===== src/rtl/img_seq_pkg.sv =====
`timescale 1ns/1ps
package img_seq_pkg;

   // One state per pin step; the step is taken on the next divider tick.
   typedef enum logic [3:0] {
      SQ_IDLE,
      SQ_RST_ASSERT,
      SQ_RST_CLKH,
      SQ_RST_RELEASE,
      SQ_RST_CLKL,
      SQ_BIT_SET,
      SQ_BIT_CLK,
      SQ_LD_RAISE,
      SQ_LD_CLKL,
      SQ_LD_DROP,
      SQ_GO_RAISE,
      SQ_GO_CLKH,
      SQ_GO_DROP,
      SQ_GO_CLKL,
      SQ_WT_CLKH,
      SQ_WT_SAMPLE
   } seq_state_e;

   typedef struct packed {
      logic clk;
      logic rst_n;
      logic data;
      logic load;
      logic start;
   } sns_pins_t;

   localparam sns_pins_t PINS_IDLE = '{clk: 1'b0, rst_n: 1'b1, data: 1'b0,
                                       load: 1'b0, start: 1'b0};

endpackage


===== src/rtl/img_seq_tick.sv =====
`timescale 1ns/1ps
// Step pacing: one tick every HALF_CYC cycles while run is high.
module img_seq_tick #(
   parameter int HALF_CYC = 4
) (
   input  logic clk,
   input  logic rst_n,
   input  logic run,
   output logic tick
);
   localparam int CW = $clog2(HALF_CYC + 1);
   localparam logic [CW-1:0] LIM = CW'(HALF_CYC - 1);

   logic [CW-1:0] cnt;

   always_ff @(posedge clk or negedge rst_n) begin
      if (!rst_n)          cnt <= '0;
      else if (!run)       cnt <= '0;
      else if (cnt == LIM) cnt <= '0;
      else                 cnt <= cnt + CW'(1);
   end

   assign tick = run && (cnt == LIM);
endmodule


===== src/rtl/img_seq_shift.sv =====
`timescale 1ns/1ps
// Frame shift register, MSB out first.
module img_seq_shift #(
   parameter int W = 11
) (
   input  logic         clk,
   input  logic         rst_n,
   input  logic         load,
   input  logic [W-1:0] load_val,
   input  logic         shift,
   output logic         msb
);
   logic [W-1:0] sr;

   always_ff @(posedge clk or negedge rst_n) begin
      if (!rst_n)     sr <= '0;
      else if (load)  sr <= load_val;
      else if (shift) sr <= {sr[W-2:0], 1'b0};
   end

   assign msb = sr[W-1];
endmodule


===== src/rtl/img_seq_src.sv =====
`timescale 1ns/1ps
// Register value source: parameter table or live input array.
module img_seq_src #(
   parameter int ADDR_W   = 3,
   parameter int DATA_W   = 8,
   parameter bit USE_PORT = 1'b0,
   parameter logic [(1<<ADDR_W)*DATA_W-1:0] INIT = '0
) (
   input  logic [(1<<ADDR_W)*DATA_W-1:0] cfg_in,
   input  logic [ADDR_W-1:0]             sel,
   output logic [DATA_W-1:0]             val
);
   localparam int NREG = 1 << ADDR_W;

   logic [DATA_W-1:0] tbl [NREG];

   if (USE_PORT) begin : g_port
      for (genvar i = 0; i < NREG; i++) begin : g_ent
         assign tbl[i] = cfg_in[i*DATA_W +: DATA_W];
      end
   end else begin : g_param
      logic cfg_unused;
      assign cfg_unused = ^cfg_in;
      for (genvar i = 0; i < NREG; i++) begin : g_ent
         assign tbl[i] = INIT[i*DATA_W +: DATA_W];
      end
   end

   assign val = tbl[sel];
endmodule


===== src/rtl/img_seq_ctrl.sv =====
`timescale 1ns/1ps
module img_seq_ctrl
   import img_seq_pkg::*;
#(
   parameter int HALF_CYC = 4,
   parameter int ADDR_W   = 3,
   parameter int DATA_W   = 8,
   parameter bit USE_PORT = 1'b0,
   parameter logic [(1<<ADDR_W)*DATA_W-1:0] CFG_INIT = 64'h0301_0001_FF08_079F
) (
   input  logic                           clk,
   input  logic                           rst_n,
   input  logic                           start_req,
   input  logic [(1<<ADDR_W)*DATA_W-1:0]  cfg_vals,
   input  logic                           sns_ready,
   output logic                           busy,
   output logic                           done,
   output logic                           clk_handoff,
   output logic                           sns_clk,
   output logic                           sns_rst_n,
   output logic                           sns_data,
   output logic                           sns_load,
   output logic                           sns_start
);
   localparam int FRAME_W = ADDR_W + DATA_W;
   localparam int BCW     = $clog2(FRAME_W);
   localparam logic [BCW-1:0] LAST_BIT = BCW'(FRAME_W - 1);

   initial begin
      assert (HALF_CYC >= 1) else $error("HALF_CYC must be at least 1");
      assert (ADDR_W >= 1 && DATA_W >= 2) else $error("field widths too small");
   end

   seq_state_e        state;
   sns_pins_t         pins;
   logic [ADDR_W-1:0] reg_idx;
   logic [ADDR_W-1:0] sel_idx;
   logic [BCW-1:0]    bit_cnt;
   logic [DATA_W-1:0] src_val;
   logic              tick;
   logic              frm_load;
   logic              frm_shift;
   logic              frm_msb;
   logic              last_reg;

   assign busy     = (state != SQ_IDLE);
   assign last_reg = &reg_idx;
   assign sel_idx  = (state == SQ_LD_DROP) ? reg_idx + ADDR_W'(1) : reg_idx;

   assign frm_load  = tick && ((state == SQ_RST_CLKL) ||
                               (state == SQ_LD_DROP && !last_reg));
   assign frm_shift = tick && (state == SQ_BIT_CLK);

   img_seq_tick #(.HALF_CYC(HALF_CYC)) u_tick (
      .clk   (clk),
      .rst_n (rst_n),
      .run   (busy),
      .tick  (tick)
   );

   img_seq_src #(
      .ADDR_W   (ADDR_W),
      .DATA_W   (DATA_W),
      .USE_PORT (USE_PORT),
      .INIT     (CFG_INIT)
   ) u_src (
      .cfg_in (cfg_vals),
      .sel    (sel_idx),
      .val    (src_val)
   );

   img_seq_shift #(.W(FRAME_W)) u_shift (
      .clk      (clk),
      .rst_n    (rst_n),
      .load     (frm_load),
      .load_val ({sel_idx, src_val}),
      .shift    (frm_shift),
      .msb      (frm_msb)
   );

   always_ff @(posedge clk or negedge rst_n) begin
      if (!rst_n) begin
         state       <= SQ_IDLE;
         pins        <= PINS_IDLE;
         reg_idx     <= '0;
         bit_cnt     <= '0;
         done        <= 1'b0;
         clk_handoff <= 1'b0;
      end else begin
         done <= 1'b0;
         if (state == SQ_IDLE) begin
            if (start_req) begin
               state       <= SQ_RST_ASSERT;
               clk_handoff <= 1'b0;
               reg_idx     <= '0;
            end
         end else if (tick) begin
            case (state)
               SQ_RST_ASSERT: begin pins.rst_n <= 1'b0; state <= SQ_RST_CLKH;    end
               SQ_RST_CLKH:   begin pins.clk   <= 1'b1; state <= SQ_RST_RELEASE; end
               SQ_RST_RELEASE:begin pins.rst_n <= 1'b1; state <= SQ_RST_CLKL;    end
               SQ_RST_CLKL: begin
                  pins.clk <= 1'b0;
                  bit_cnt  <= '0;
                  state    <= SQ_BIT_SET;
               end
               SQ_BIT_SET: begin
                  pins.clk  <= 1'b0;
                  pins.data <= frm_msb;
                  state     <= SQ_BIT_CLK;
               end
               SQ_BIT_CLK: begin
                  pins.clk <= 1'b1;
                  if (bit_cnt == LAST_BIT) begin
                     state <= SQ_LD_RAISE;
                  end else begin
                     bit_cnt <= bit_cnt + BCW'(1);
                     state   <= SQ_BIT_SET;
                  end
               end
               SQ_LD_RAISE: begin pins.load <= 1'b1; state <= SQ_LD_CLKL; end
               SQ_LD_CLKL: begin
                  pins.clk  <= 1'b0;
                  pins.data <= 1'b0;
                  state     <= SQ_LD_DROP;
               end
               SQ_LD_DROP: begin
                  pins.load <= 1'b0;
                  bit_cnt   <= '0;
                  if (last_reg) begin
                     state <= SQ_GO_RAISE;
                  end else begin
                     reg_idx <= reg_idx + ADDR_W'(1);
                     state   <= SQ_BIT_SET;
                  end
               end
               SQ_GO_RAISE: begin pins.start <= 1'b1; state <= SQ_GO_CLKH; end
               SQ_GO_CLKH:  begin pins.clk   <= 1'b1; state <= SQ_GO_DROP; end
               SQ_GO_DROP:  begin pins.start <= 1'b0; state <= SQ_GO_CLKL; end
               SQ_GO_CLKL:  begin pins.clk   <= 1'b0; state <= SQ_WT_CLKH; end
               SQ_WT_CLKH:  begin pins.clk   <= 1'b1; state <= SQ_WT_SAMPLE; end
               SQ_WT_SAMPLE: begin
                  pins.clk <= 1'b0;
                  if (sns_ready) begin
                     done        <= 1'b1;
                     clk_handoff <= 1'b1;
                     state       <= SQ_IDLE;
                  end else begin
                     state <= SQ_WT_CLKH;
                  end
               end
               default: state <= SQ_IDLE;
            endcase
         end
      end
   end

   assign sns_clk   = pins.clk;
   assign sns_rst_n = pins.rst_n;
   assign sns_data  = pins.data;
   assign sns_load  = pins.load;
   assign sns_start = pins.start;
endmodule


===== config.mk =====
export PLATFORM = sky130hd
export DESIGN_NAME = img_seq_ctrl
export DESIGN_NICKNAME = d
export VERILOG_FILES = /design/src/rtl/img_seq_pkg.sv /design/src/rtl/img_seq_tick.sv /design/src/rtl/img_seq_shift.sv /design/src/rtl/img_seq_src.sv /design/src/rtl/img_seq_ctrl.sv
export SDC_FILE = /design/constraint.sdc
export NUM_CORES = 1
export LEC_CHECK = 0
export BUFFER_PORTS_ARGS = -buffer_cell sky130_fd_sc_hd__buf_2
export CORE_MARGIN = 3
export CORE_UTILIZATION = 25
export DETAILED_ROUTE_END_ITERATION = 7
export GPL_TIMING_DRIVEN = 0
export PLACE_DENSITY_LB_ADDON = 0.25
export SKIP_CTS_REPAIR_TIMING = 1
export SYNTH_ARGS = -nofsm -noshare
export SYNTH_HDL_FRONTEND = slang
export SYNTH_SLANG_ARGS = --single-unit

===== constraint.sdc =====
create_clock -name clk -period 2.9 [get_ports clk]
set_clock_uncertainty 0.15 [all_clocks]
set_input_delay 0.435 -clock clk [delete_from_list [all_inputs] [get_ports clk]]
set_output_delay 0.435 -clock clk [all_outputs]
set_load 0.1 [all_outputs]

After elaboration in Yosys (flattened, before gate mapping)
Memories as Yosys holds them, arrays and structs flattened.
Cells that the tools add are included.
Word-level totals
  output and inout port bits: 8
  register bits: 32
  logic and storage cells: 106
  memories kept: 1
  bits in read-only memories: 64
Memory list
  (name not given): depth 8, bits a word 8, rd ports 1, clocked after memory_dff 0, wr ports 0, line img_seq_src.sv:29  | assign val = tbl[sel];
Operators by class
  bitwise operators: 2
  reductions and logical operators: 32
  equal/unequal tests: 20
  $lt $le $gt $ge: 1
  $add $sub $neg: 3
  mux-type cells: 35
Operators by type and width (number)
  4-bit case mux with 15 select lines: 1
  4-bit == test (second input constant): 9
  3-bit 2-to-1 mux: 8
  4-bit 2-to-1 mux: 6
  11-bit 2-to-1 mux: 2
  2-bit nonzero test: 11
  3-bit AND reduction: 6
  4-bit by 3-bit == test with 1-bit output (second input constant): 4
  8-bit 2-to-1 mux: 2
  4-bit AND reduction: 3
  1-bit case mux with 2 select lines: 5
  1-bit 2-to-1 mux: 9
  4-bit by 2-bit == test with 1-bit output (second input constant): 2
  4-bit case mux with 2 select lines: 1
  3-bit by 1-bit adder with 3-bit output (second input constant): 2
  5-bit OR reduction: 1
  4-bit by 1-bit adder with 4-bit output (second input constant): 1
  4-bit by 1-bit == test with 1-bit output (second input constant): 1
  4-bit >= comparator (second input constant): 1
  1-bit logical AND: 4
  4-bit zero test: 1
  2-bit inequality test (second input constant): 2
  3-bit inverter with 4-bit output: 1
  4-bit nonzero test: 1
  other kinds (9): 9

Logic depth before layout (Yosys ltp)
  word-level depth: 7
  mapped depth: 8

Modules after synthesis
From an unflattened synthesis, not the netlist that was laid out.
Second synthesis, totals
  cell total of the unflattened synthesis: 197
  area total of the unflattened synthesis: 1960.6 um^2
By module, submodules not included
  img_seq_ctrl: cells an instance 126, area each 1226.2 um^2, times used 1
  img_seq_shift: cells an instance 47, area each 499.2 um^2, times used 1
  img_seq_tick: cells an instance 11, area each 135.1 um^2, times used 1
  img_seq_src: cells an instance 13, area each 100.1 um^2, times used 1

Least setup slack after synthesis
Ideal clock, no wire load.
  path type: flip-flop to flip-flop
  start point: register state[1]
  end point: register u_shift.sr[0]
  cell stages (with the launch flop): 9
  path buffers: 2
  library setup time: 0.074 ns
  data arrival time: 1.802 ns
  path slack: 0.874 ns
  cells stage by stage: dfrtp_1 -> buf_6 -> and4bb_1 -> buf_4 -> mux2i_1 -> inv_1 -> ha_1 -> mux2_1 -> o21ai_2
Between the ends
  word-level cells in the longest chain between the ends: 7
RTL lines
  from (decl): line img_seq_ctrl.sv:34  | seq_state_e state;
  from (signal assigned): line img_seq_ctrl.sv:83  | state <= SQ_IDLE;
  from (signal assigned): line img_seq_ctrl.sv:93  | state <= SQ_RST_ASSERT;
  from (signal assigned): line img_seq_ctrl.sv:99  | SQ_RST_ASSERT: begin pins.rst_n <= 1'b0; state <= SQ_RST_CLKH; end
  4-bit == test: line img_seq_ctrl.sv:48, img_seq_ctrl.sv:51
  3-bit 2-to-1 mux: line img_seq_ctrl.sv:48  | assign sel_idx = (state == SQ_LD_DROP) ? reg_idx + ADDR_W'(1) : reg_idx;
  3-bit inverter with 4-bit output (implied by the code): line img_seq_src.sv:29
  memory 8 x 8 bit
  8-bit 2-to-1 mux (implied by the code) (2 in a row): line img_seq_src.sv:29
  11-bit 2-to-1 mux: line img_seq_shift.sv:17  | else if (load) sr <= load_val;
  to (signal assigned): line img_seq_shift.sv:17
  to (signal assigned): line img_seq_shift.sv:18  | else if (shift) sr <= {sr[W-2:0], 1'b0};
  to (decl): line img_seq_shift.sv:13  | logic [W-1:0] sr;
Several ways; a longest one is shown, not always the timed one. The select of a mux whose other input is x is not followed.
A chain may end at the register's enable or synchronous reset.

Worst setup path in the final report
  start point: register state[0]
  end point: output busy
Between the ends
  word-level cells in the longest chain between the ends: 1
RTL lines
  4-bit nonzero test: line img_seq_ctrl.sv:46  | assign busy = (state != SQ_IDLE);
  to (decl): line img_seq_ctrl.sv:16  | output logic busy,
Every way passes these cells.

==> results.toml <==
[grt]
grt_first_pass_wirelength_um = 7120
antenna_found_initial = 0
grt.total_usage_pct = 10.45
grt_max_degree = 33
grt_pass1_vias = 1436
overflow = 0

[floorplan]
die_height_um = 92.18
ios = 76
rows = 30
initial_utilization_pct = 26.59
core-area_sq_mm = 0.006982
die_w_um = 92.18
die_area_sq_mm = 0.008497

[setup_path]
path_max_fanout = 8
crit_chain = "buf_4 -> nor4_4 -> inv_1 -> buf_2"
worst_r2r_path_depth = 8
worst_ep_required_time_ps = 2320
path_class = "flop to output pin"
startpoint_type = "flop"
cp_num_cells = 4
cp_num_buf_inv = 3
worst_path_dominant_cell_family = "buffers and inverters"
crit_arrival_ps = 1690
slowest_delay_ps = 420
cp-end-kind = "output pin"
crit_slowest_cell = "nor4_4"

[power_and_ir_drop]
power.share.sequential_pct = 32.1
netSwitchingPower_uw = 986.2
p_per_area_mw_per_mm2 = 1005
p_leak_uw = 0.0009542
power_frac_clock_pct = 15.8
combPwrFrac_pct = 52.1
irDropWorstVdd_mv = 0.5446
p_int_uw = 1137
swShare_pct = 46.45

[yosys]
mappedNetlistNets = 262
ys_types = 52
synth_common_cells = "31 x dfrtp_1, 20 x nand2_1, 13 x o21ai_0"
netlist_instances = 186
ys_warn_count = 0
yosysTopAreaCell = "dfrtp_1"
ys_async_sr_fraction_pct = 100.0
syn-cell-area_sq_mm = 0.001857
avgSynthCellArea_sq_um = 9.983
synthTopCellsByArea = "dfrtp_1 42%, ha_1 5.4%, nand2_1 4.0%"
ys_seq_area_share_pct = 43.19
synth_most_common_cell = "dfrtp_1"
synth_edf_count = 0
synth_ff_type = "dfrtp_1"
ys_seq_elements = 32
synth.top_cell.area_share_pct = 41.78

[finish]
n_fill_cell = 774
diodes = 0
fin_util_pct = 30.27
regArea_sq_um = 802.0
multi_input_area_sq_um = 944.7
final_layout_size_suffix_gt1_share_pct = 18.05
fin_nets = 280
final_cell_area_sq_mm = 0.002113
area_growth_pct = 13.81

[placement]
place_congestion = 0.8179
pre_cts_ws_ps = 666.1
hpwl_um = 2959
io_buffer_count = 11
placed_area_sq_mm = 0.002032

[timing]
post-route-min-period_ps = 2279
period_share_pct = 78.59
fmax_mhz = 438.8
worst_pin_slew_ps = 736.0
hold_viol = 0
max_slew_margin_pct = 50.93
finalSetupViolCount = 0
worst_slack_ps = 620.9
rsz0062_at_grt = "no"
slew_violations = 0
setup_tns_ps = 0

[clock_network]
numCtsBuffers = 5
numClockSinks = 32
clock-root-buffer = "clkbuf_8"
clock_path_buffers = 2
clk_latency_ps = 280
cts_tree = "done"
clk_pin_slew_worst_paths_ps = 70
htreeDepth = 2

[drt]
first_pass_iters = 4
routed_wirelength_um = 4133
drc = 0
routed_via_density = 4.681
final_antenna_net_count = 0
wire_per_inst_um = 13.73
vias = 1409
drt_iter0_markers = 47

[outcome]
status = "finished, final reports clean"

[job]
cap_violations = 0

[min_path]
worstHoldPathType = "input pin to asynchronous set/reset pin"
==> path summary, 6_finish.rpt <==
path | from | to | slack [ps]
hold / removal | rst_n | sns_load | 60
max in group asynchronous | rst_n | u_shift.sr[7] | 2070
setup reg to reg | state[1] | u_shift.sr[0] | 680
min in group clk | u_tick.cnt[0] | u_tick.cnt[0] | 300
hold reg to reg | u_tick.cnt[0] | u_tick.cnt[0] | 300
setup / recovery | state[0] | busy | 620
==> kinds of logic after synthesis <==
group | share of synthesized area, %
AND/OR/NAND/NOR | 19.00
multiplexers | 7.547
XOR/XNOR | 1.415
AO/OA/AOI/OAI | 17.52
adder cells (fa/ha/maj) | 5.391
buffers and inverters | 5.930
flip-flops | 43.19
==> worst reg2reg max path, cell delays in order, from the launching register on <==
cell	delay, ps
dfrtp_1	370
buf_6	140
and4bb_1	240
buf_4	170
mux2i_1	320
inv_1	110
ha_1	220
mux2_1	320
o21ai_2	110
==> cells in the final DEF, fill, tap and decap left out, drive strengths merged, types with 2 or more instances in the layout <==
| cell type | count |
|---|---|
| nand3 | 8 |
| nand2 | 20 |
| buf | 20 |
| nor2b | 2 |
| mux2i | 8 |
| ha | 8 |
| nor2 | 7 |
| xnor2 | 2 |
| o31ai | 2 |
| nor3 | 6 |
| nor3b | 3 |
| o211ai | 5 |
| and3 | 2 |
| o21ai | 14 |
| mux2 | 5 |
| a22o | 2 |
| a31oi | 6 |
| dfrtp | 31 |
| and3b | 2 |
| a21oi | 7 |
| inv | 8 |
| nand2b | 3 |
| clkbuf | 11 |
==> flip-flops by register name (all words and copies together), names as in the netlist <==
| register | flops |
|---|---|
| bit_cnt | 4 |
| clk_handoff | 1 |
| done | 1 |
| reg_idx | 3 |
| sns_clk | 1 |
| sns_data | 1 |
| sns_load | 1 |
| sns_rst_n | 1 |
| sns_start | 1 |
| state | 4 |
| u_shift.sr | 11 |
| u_tick.cnt | 3 |
==> power by group through the flow <==
stage	clock network [uW]	logic, uW	registers [uW]
floorplan	0	711	853
global placement	0	1100	683
detailed placement	0	1110	688
CTS	348	1110	679
global route	370	1220	696
finish	335	1110	681
==> area by class of cell <==
cell class                 count  share of cell area [%]
clock inverter                 1                  0.2368
clock buffer                   7                   3.612
multi-input combinational    133                   44.70
inverter                       8                   1.421
buffer                        13                   3.789
sequential                    32                   37.95
timing repair buffer          11                   2.605
tap                           96                   5.684
==> metal layers <==
metal / track usage, % / share of wire [%] / up-vias
met5: 0 / 0 / -
met4: 3.713 / 1.5 / 0
met3: 2.215 / 3.5 / 7
met2: 16.12 / 45 / 29
met1: 14.39 / 50 / 668
li1: - / - / 705
==> stage by stage <==
stage | power [uW] | cells | hold WS [ps]
global route | 2284 | 301 | 118.3
detailed placement | 1796 | 293 | 287.0
CTS | 2139 | 301 | 97.28
floorplan | 1565 | 186 | -10.59
global placement | 1785 | 293 | 280.4
finish | 2123 | 301 | 62.79
Power figures use the tool's default switching activity.
